[src/rtl/nbr_rank_pkg.sv]
package nbr_rank_pkg;

   typedef enum logic {
      RD_IDLE = 1'b0,
      RD_RUN  = 1'b1
   } rd_state_e;

   // Map a requested queue length onto the legal range 1..depth.
   function automatic int clamp_len(input int req, input int depth);
      if (req < 1)
         return 1;
      else if (req > depth)
         return depth;
      else
         return req;
   endfunction

endpackage

[src/rtl/nbr_rank_slot.sv]
// One position of the sorted bank. It compares with the candidate and either
// holds, takes the candidate, or takes its nearer neighbour's entry.
module nbr_rank_slot #(
   parameter int DIST_W = 16,
   parameter int PTR_W  = 10
) (
   input  logic              clk,
   input  logic              rst_n,
   input  logic              init_i,
   input  logic [DIST_W-1:0] bound_i,
   input  logic              upd_i,
   input  logic [DIST_W-1:0] cand_dist_i,
   input  logic [PTR_W-1:0]  cand_ptr_i,
   input  logic              prev_far_i,
   input  logic [DIST_W-1:0] prev_dist_i,
   input  logic [PTR_W-1:0]  prev_ptr_i,
   input  logic              prev_empty_i,
   output logic              far_o,
   output logic [DIST_W-1:0] dist_o,
   output logic [PTR_W-1:0]  ptr_o,
   output logic              empty_o
);

   // Strictly farther than the candidate: equal entries stay in front.
   assign far_o = (cand_dist_i < dist_o);

   always_ff @(posedge clk or negedge rst_n) begin
      if (!rst_n) begin
         dist_o  <= '1;
         ptr_o   <= '0;
         empty_o <= 1'b1;
      end else if (init_i) begin
         dist_o  <= bound_i;
         ptr_o   <= '0;
         empty_o <= 1'b1;
      end else if (upd_i && far_o) begin
         if (prev_far_i) begin
            dist_o  <= prev_dist_i;
            ptr_o   <= prev_ptr_i;
            empty_o <= prev_empty_i;
         end else begin
            dist_o  <= cand_dist_i;
            ptr_o   <= cand_ptr_i;
            empty_o <= 1'b0;
         end
      end
   end

endmodule

[src/rtl/nbr_rank_reader.sv]
// Sequences the nearest-first readout over the first k slots.
module nbr_rank_reader
   import nbr_rank_pkg::*;
#(
   parameter int DEPTH = 32,
   localparam int KW = $clog2(DEPTH + 1),
   localparam int IW = $clog2(DEPTH)
) (
   input  logic          clk,
   input  logic          rst_n,
   input  logic          start_i,
   input  logic          abort_i,
   input  logic [KW-1:0] len_i,
   output logic          busy_o,
   output logic          last_o,
   output logic [IW-1:0] idx_o
);

   rd_state_e state_q;
   logic [IW-1:0] final_idx;

   assign final_idx = IW'(len_i - 1'b1);
   assign busy_o    = (state_q == RD_RUN);
   assign last_o    = busy_o && (idx_o == final_idx);

   always_ff @(posedge clk or negedge rst_n) begin
      if (!rst_n) begin
         state_q <= RD_IDLE;
         idx_o   <= '0;
      end else if (abort_i) begin
         state_q <= RD_IDLE;
         idx_o   <= '0;
      end else begin
         case (state_q)
            RD_IDLE: begin
               if (start_i) begin
                  state_q <= RD_RUN;
                  idx_o   <= '0;
               end
            end
            RD_RUN: begin
               if (idx_o == final_idx) begin
                  state_q <= RD_IDLE;
                  idx_o   <= '0;
               end else begin
                  idx_o <= idx_o + 1'b1;
               end
            end
            default: state_q <= RD_IDLE;
         endcase
      end
   end

endmodule

[src/rtl/nbr_rank_queue.sv]
module nbr_rank_queue
   import nbr_rank_pkg::*;
#(
   parameter int DEPTH  = 32,
   parameter int DIST_W = 16,
   parameter int PTR_W  = 10,
   localparam int KW = $clog2(DEPTH + 1),
   localparam int IW = $clog2(DEPTH)
) (
   input  logic              clk,
   input  logic              rst_n,
   input  logic              init_i,
   input  logic [DIST_W-1:0] bound_i,
   input  logic [KW-1:0]     k_i,
   input  logic              ins_valid_i,
   input  logic [DIST_W-1:0] ins_dist_i,
   input  logic [PTR_W-1:0]  ins_ptr_i,
   output logic [DIST_W-1:0] top_dist_o,
   input  logic              rd_start_i,
   output logic              rd_valid_o,
   output logic              rd_last_o,
   output logic [DIST_W-1:0] rd_dist_o,
   output logic [PTR_W-1:0]  rd_ptr_o,
   output logic              rd_empty_o
);

   if (DEPTH < 2 || DEPTH > 32) begin : g_bad_depth
      $error("nbr_rank_queue: DEPTH must lie in 2..32");
   end
   if (DIST_W < 2 || PTR_W < 1) begin : g_bad_width
      $error("nbr_rank_queue: DIST_W >= 2 and PTR_W >= 1 required");
   end

   logic [DIST_W-1:0] s_dist  [DEPTH];
   logic [PTR_W-1:0]  s_ptr   [DEPTH];
   logic              s_empty [DEPTH];
   logic              s_far   [DEPTH];
   logic [DEPTH*DIST_W-1:0] slot_dist_flat;

   logic [KW-1:0] len_q;
   logic [KW-1:0] len_req;
   logic [IW-1:0] top_idx;
   logic [IW-1:0] rd_idx;
   logic          reading;
   logic          accept;

   assign len_req = KW'(clamp_len(int'(k_i), DEPTH));

   always_ff @(posedge clk or negedge rst_n) begin
      if (!rst_n)
         len_q <= KW'(DEPTH);
      else if (init_i)
         len_q <= len_req;
   end

   assign top_idx    = IW'(len_q - 1'b1);
   assign top_dist_o = s_dist[top_idx];
   assign accept     = ins_valid_i && !init_i && !reading && (ins_dist_i < top_dist_o);

   for (genvar i = 0; i < DEPTH; i++) begin : g_slot
      logic              upd;
      logic              pfar;
      logic [DIST_W-1:0] pdist;
      logic [PTR_W-1:0]  pptr;
      logic              pempty;

      assign upd = accept && (KW'(i) < len_q);

      if (i == 0) begin : g_head
         assign pfar   = 1'b0;
         assign pdist  = ins_dist_i;
         assign pptr   = ins_ptr_i;
         assign pempty = 1'b0;
      end else begin : g_body
         assign pfar   = s_far[i-1];
         assign pdist  = s_dist[i-1];
         assign pptr   = s_ptr[i-1];
         assign pempty = s_empty[i-1];
      end

      nbr_rank_slot #(
         .DIST_W (DIST_W),
         .PTR_W  (PTR_W)
      ) i_slot (
         .clk          (clk),
         .rst_n        (rst_n),
         .init_i       (init_i),
         .bound_i      (bound_i),
         .upd_i        (upd),
         .cand_dist_i  (ins_dist_i),
         .cand_ptr_i   (ins_ptr_i),
         .prev_far_i   (pfar),
         .prev_dist_i  (pdist),
         .prev_ptr_i   (pptr),
         .prev_empty_i (pempty),
         .far_o        (s_far[i]),
         .dist_o       (s_dist[i]),
         .ptr_o        (s_ptr[i]),
         .empty_o      (s_empty[i])
      );

      assign slot_dist_flat[i*DIST_W +: DIST_W] = s_dist[i];
   end

   nbr_rank_reader #(
      .DEPTH (DEPTH)
   ) i_reader (
      .clk     (clk),
      .rst_n   (rst_n),
      .start_i (rd_start_i && !init_i),
      .abort_i (init_i),
      .len_i   (len_q),
      .busy_o  (reading),
      .last_o  (rd_last_o),
      .idx_o   (rd_idx)
   );

   assign rd_valid_o = reading;
   assign rd_dist_o  = s_dist[rd_idx];
   assign rd_ptr_o   = s_ptr[rd_idx];
   assign rd_empty_o = s_empty[rd_idx];

endmodule

[config.mk]
export PLATFORM = sky130hd
export DESIGN_NAME = nbr_rank_queue
export DESIGN_NICKNAME = d
export VERILOG_FILES = /design/src/rtl/nbr_rank_pkg.sv /design/src/rtl/nbr_rank_slot.sv /design/src/rtl/nbr_rank_reader.sv /design/src/rtl/nbr_rank_queue.sv
export SDC_FILE = /design/constraint.sdc
export NUM_CORES = 2
export LEC_CHECK = 0
export BUFFER_PORTS_ARGS = -buffer_cell sky130_fd_sc_hd__buf_2
export CORE_ASPECT_RATIO = 0.5
export CORE_MARGIN = 2
export CORE_UTILIZATION = 45
export DETAILED_ROUTE_END_ITERATION = 8
export PLACE_DENSITY = 0.68
export SETUP_SLACK_MARGIN = 0.15
export SLEW_MARGIN = 20
export SYNTH_ARGS = -nofsm -noshare
export SYNTH_HDL_FRONTEND = slang
export SYNTH_SLANG_ARGS = --single-unit
[constraint.sdc]
create_clock -name clk -period 16.5 [get_ports clk]
set_input_delay 3.3 -clock clk [delete_from_list [all_inputs] [get_ports clk]]
set_output_delay 3.3 -clock clk [all_outputs]
set_load 0.01 [all_outputs]
After elaboration in Yosys (flattened, before gate mapping)
Index checks and enable logic that the tools add are counted.
{ "totals": {"output_inout_bits": 45, "elab_cells": 585, "inputBits": 53, "regBits": 876} }
{ "classes": {"muxes": 307, "n_lt_le_gt_ge": 69, "n_reduce_logical": 103, "add_sub_neg": 2, "bitwise_logic": 3, "n_eq_ne": 2} }
{ "op_table": {"columns": ["operator", "count"], "rows": [
  ["$mux 16", 99],
  ["$mux 10", 97],
  ["$lt 16x16->1", 33],
  ["$bmux 16 s5", 2],
  ["$mux 1", 100],
  ["$lt 5x6->1 const A", 16],
  ["$logic_and 1x1->1", 69],
  ["$reduce_bool 2->1", 32],
  ["$bmux 10 s5", 1],
  ["$lt 4x6->1 const A", 8],
  ["$lt 3x6->1 const A", 4],
  ["$mux 5", 3],
  ["$ge 6x6->1 const B", 2],
  ["$lt 1x6->1 const A", 2],
  ["$lt 2x6->1 const A", 2],
  ["$mux 6", 2],
  ["$not 5->6", 2],
  ["$pmux 5 s2", 1],
  ["$gt 6x6->1 const B", 1],
  ["$lt 6x1->1 const B", 1],
  ["$add 5x1->5 const B", 1],
  ["$bmux 1 s5", 1],
  ["$eq 5x5->1", 1],
  ["$sub 5x1->5 const B", 1],
  ["4 further kinds", 5]
]} }

Depth between registers and ports, before layout
{ "depth": {"word_depth": 11, "ltp_mapped": 25, "mapped_depth_nobuf": 15} }

By module
Synthesis repeated with hierarchy kept, for this count alone.
{ "hier_totals": {"hier_cells": 7313, "hier_area_um2": 75770.2} }
{ "modules_own_cells": {"columns": ["mod", "cells_per_inst", "n_inst", "area_each_um2", "seq_area_each_um2"], "rows": [
  ["nbr_rank_slot (g_slot[0].i_slot ...)", 193, 18, 1924.3, 696.9],
  ["nbr_rank_slot (g_slot[26].i_slot ...)", 216, 14, 2047.0, 696.9],
  ["nbr_rank_queue", 771, 1, 12017.8, 151.4],
  ["nbr_rank_reader", 44, 1, 456.7, 150.1]
]} }

Worst setup path after synthesis
No wires, ideal clock.
{ "synth_path": {"path_type": "register to output", "from": "reg len_q[0]", "to": "out top_dist_o[10]", "path_buffers": 7, "arrival_time_ps": 4272, "setup_slack_ps": 8928, "required_time_ps": 13200, "stages_incl_launch_ff": 14, "cell_sequence": "dfrtp_1 > buf_2 > buf_6 > buf_1 > clkbuf_1 > inv_1 > ha_1 > buf_1 > buf_1 > clkbuf_1 > mux4_2 > mux4_2 > mux2i_1 > inv_1"} }
{ "synth_between": {"elab_chain_cells": 5} }
{ "synth_lines": {"columns": ["item", "line_no", "rtl"], "rows": [
  ["from (decl)", "nbr_rank_queue.sv:40", "logic [KW-1:0] len_q;"],
  ["from (signal assigned)", "nbr_rank_queue.sv:51", "len_q <= KW'(DEPTH);"],
  ["from (signal assigned)", "nbr_rank_queue.sv:53", "len_q <= len_req;"],
  ["$sub 5x1->5", "nbr_rank_queue.sv:56", "assign top_idx = IW'(len_q - 1'b1);"],
  ["$not 5->6 (implied by the code)", "nbr_rank_queue.sv:57", "assign top_dist_o = s_dist[top_idx];"],
  ["$bmux 16 s5", "nbr_rank_queue.sv:57", null],
  ["$mux 16 (implied by the code) (2 in a row)", "nbr_rank_queue.sv:57", null],
  ["to (decl)", "nbr_rank_queue.sv:18", "output logic [DIST_W-1:0] top_dist_o,"]
]} }
Every way passes these cells. The select of a mux whose other input is x is not followed.

Final worst setup path
{ "layout_path": {"from": "reg len_q[0]", "to": "out top_dist_o[8]"} }
Same word-level chain as after synthesis.

==> results.md <==
* Die footprint at 0.155 mm2
* Post-Syn Area at 0.0685 mm2
* Util after Layout at 0.488
* Vias at 54200
* Drc violations at 0
* # rows at 101
* Sw Share at 0.388
* IO buf count at 97
* Synth async-reset ratio at 1.00
* Vias/cell at 6.55
* Syn_nets at roughly 7000
* WP buf/inv at 4
* TritonRoute pass-1 iters at 5
* Post-synth top area cell: dfstp_2
* Post-synth cell types at 79
* Die H at 280 um
* Worst EP required at 13.20 ns
* CP Data Arrival Time at between 5 and 6 ns
* Combinational share of power at 0.412
* Power, Total at between 9 and 10 mW
* Clock power share at 0.244
* Power density cells at 124 mW/mm2
* WL per Instance at 26.9 um
* Post-Syn Instances at 6443
* Simple-gate share of the synthesized area at 0.0752
* Post_cts resized at 0
* Clock Root Buffer: clkbuf_16
* DP Area at between 0.07 and 0.08 mm2
* Largest family of logic cells by synthesized area: multiplexers
* Area Growth Syn to Fin at 7.85%
* Static leakage at 31.3 nW
* Synth top area share at 0.209
* Number of synthesized flops with an enable pin at 0
* Tmin final at 8.70 ns
* Iter 0 DRT Violations at 5783
* Worst Tran Pin Value at 1.13 ns
* Post-route cell area at 0.0738 mm2
* Slew Viols, Final at 0
* DPL Wire Length at between 150000 and 200000 um
* DIE WIDTH at 556 um
* Max-cap violations at 0
* Setup TNS at 0 ns
* Synth Area in Adders at 0.0912
* GRT Total Usage at 0.284
* Seq/Total Area, Yosys at 0.330
* Clk_lat worst skew at slightly above 0.7 ns
* Antenna violations before repair at 17
* Peak VDD IR at about 0.000086 V
* CTS tree: yes
* XOR/XNOR share of the synthesized area at 0.00143
* Post-synth top cells: mux2i_1, dfstp_2, inv_1
* Global-route wire length before repair at around 340000 um
* Largest net degree at the start of global routing at between 100 and 150
* Flops & latches, synth at 876
* Clk slew on worst S/H paths at 0.07 ns
* Core area at about 0.15 mm2
* Synth Area in Compound Gates at 0.145
* Setup bufs post-CTS at 0
* Vias in the first global route at 52600
* Mux contribution to synthesized area at 0.292
* NetSw at between 3 and 4 mW
* Mean area per synthesized cell at 10.6 um2
* CP max-delay cell: ha_4
* Total gr overflow at 0
* Max incr delay on CP at 0.95 ns
* CP max FO at 53
* Crit-path cells: inv_1, ha_4, buf_4, mux4_2, mux4_2, mux2i_1, inv_1, buf_2
* # IOs at 98
* Crit path kind: reg -> out
* Dominant cells by area after synthesis: dfstp_2, mux4_2, dfrtp_1
* Clock sinks at 876
* Rel. slew slack at 0.248
* Startpoint types: flop
* Num CTS Buffers at 93
* Top delay family on crit path: multiplexers
* H-tree Lvls at 3
* Top-count cell post-synth: mux2i_1
* RSZ-0062 raised after global routing: false
* # setup viols final at 0
* Main synth FF type: dfstp_2
* Tcrit/Tclk final at 0.527
* Internal at 5.60 mW
* Min-delay worst type: reg -> reg
* Total Nets Final at 6735
* Worst setup EP type: primary output
* Share of layout cells above drive strength 1 at 0.301
* Fmax at 0.115 GHz
* CTS Hold Bufs at 0
* Final Skew at 0.0227 ns
* GPL Wtd Cong at approximately 0.95
* Initial Utilization at 0.452
* Flop pwr share at 0.344
* Clk buf depth at 3
* Warnings, synthesis at 0
* WHS at around 0.47 ns
* DRT antenna net count at 0
* Hold Vio Cnt, Final at 0
* DRT Wirelength at roughly 220000 um
* Status: complete, no violations
registers in the layout (all words and copies together) (netlist names):
register               cells
g_slot.i_slot.empty_o     32
len_q                      6
i_reader.idx_o             5
g_slot.i_slot.dist_o     512
i_reader.busy_o            1
g_slot.i_slot.ptr_o      320
worst register-to-register path, cell delays in order, from the launching register on:
cell,delay (ns)
dfrtp_4,0.83
inv_1,0.23
ha_4,0.96
buf_4,0.85
mux4_2,0.64
mux4_2,0.48
mux2i_1,0.23
ha_1,0.30
a41o_1,0.21
a21oi_1,0.24
o221ai_1,0.39
nor3_1,0.45
a211o_2,0.39
buf_4,0.58
o211a_2,0.72
buf_4,0.53
mux2i_1,0.24
o21ai_0,0.09
cells by family (layout without fill, tap and decap cells):
logic type                 after synthesis  count (layout)
xor gates and xnor gates                 9               9
and+or+nand+nor                       1109            1109
other                                    0               5
buffers and inverters                 1120             934
AOI/OAI and AO/OA                     1421            1421
DFF                                    876             876
adders and majority gates              499             499
muxes                                 1409            1409
cell usage in the layout, fill, tap and decap left out, types with 22 or more instances in the layout:
cell type,count
a21oi_1,122
mux4_2,430
o21ai_0,383
mux2_2,399
inv_1,539
clkbuf_8,27
clkbuf_16,93
mux2i_1,580
nand2_1,224
o211ai_1,139
a31o_2,32
nor2_1,349
o311ai_0,32
clkbuf_1,22
buf_2,95
ha_1,498
nand3_1,330
dfstp_2,545
nand2b_1,50
o211a_1,25
dfrtp_1,325
buf_4,118
o311ai_1,131
nand4_1,56
a211oi_1,256
a21o_1,132
layer usage:
metal / track usage / wire length, um
met4: 0.101 / 8520
met1: 0.404 / 94800
met3: 0.0684 / 21900
met5: 0 / 97
met2: 0.419 / 96800
power groups by stage:
stage	sequential, mW	clock, mW	combinational, mW
after detailed placement	3.16	0	3.68
after global routing	3.20	2.33	4.05
final	3.15	2.23	3.77
after floorplan	2.97	0	2.65
after CTS	3.13	2.25	3.70
after global placement	3.15	0	3.60
worst paths after layout:
kind	startpoint	endpoint	slack [ns]	cells past startpoint
worst min-delay path	g_slot[0].i_slot.empty_o$_DFFE_PN1P_	g_slot[0].i_slot.empty_o$_DFFE_PN1P_	0.47	2
max in group asynchronous	rst_n	g_slot[28].i_slot.dist_o[10]$_DFFE_PN1P_	10.78	4
worst min register to register	g_slot[0].i_slot.empty_o$_DFFE_PN1P_	g_slot[0].i_slot.empty_o$_DFFE_PN1P_	0.47	2
worst max register to register	len_q[0]$_DFFE_PN0P_	g_slot[26].i_slot.dist_o[0]$_DFFE_PN1P_	8.02	17
min in group asynchronous	rst_n	g_slot[6].i_slot.ptr_o[4]$_DFFE_PN0P_	2.63	1
worst max-delay path	len_q[0]$_DFFE_PN0P_	top_dist_o[8]	7.80	8
area by class of cell:
cell class / count / area [um2]
antenna: 5 / 12.5
multi-input combinational: 4447 / 42000
tap: 2008 / 2510
timing repair buffer: 225 / 1570
clock inverter: 27 / 339
sequential: 876 / 22600
inverter: 540 / 2030
clock buffer: 142 / 2780
fill: 13500 / 77600
stage by stage:
step	cells	worst slack [ns]
finish	8270	7.80
global route	8265	7.60
CTS	8262	7.79
detailed placement	8093	7.82
global placement	8092	7.98
floorplan	6443	8.93
(Power assumes the default switching activity.)
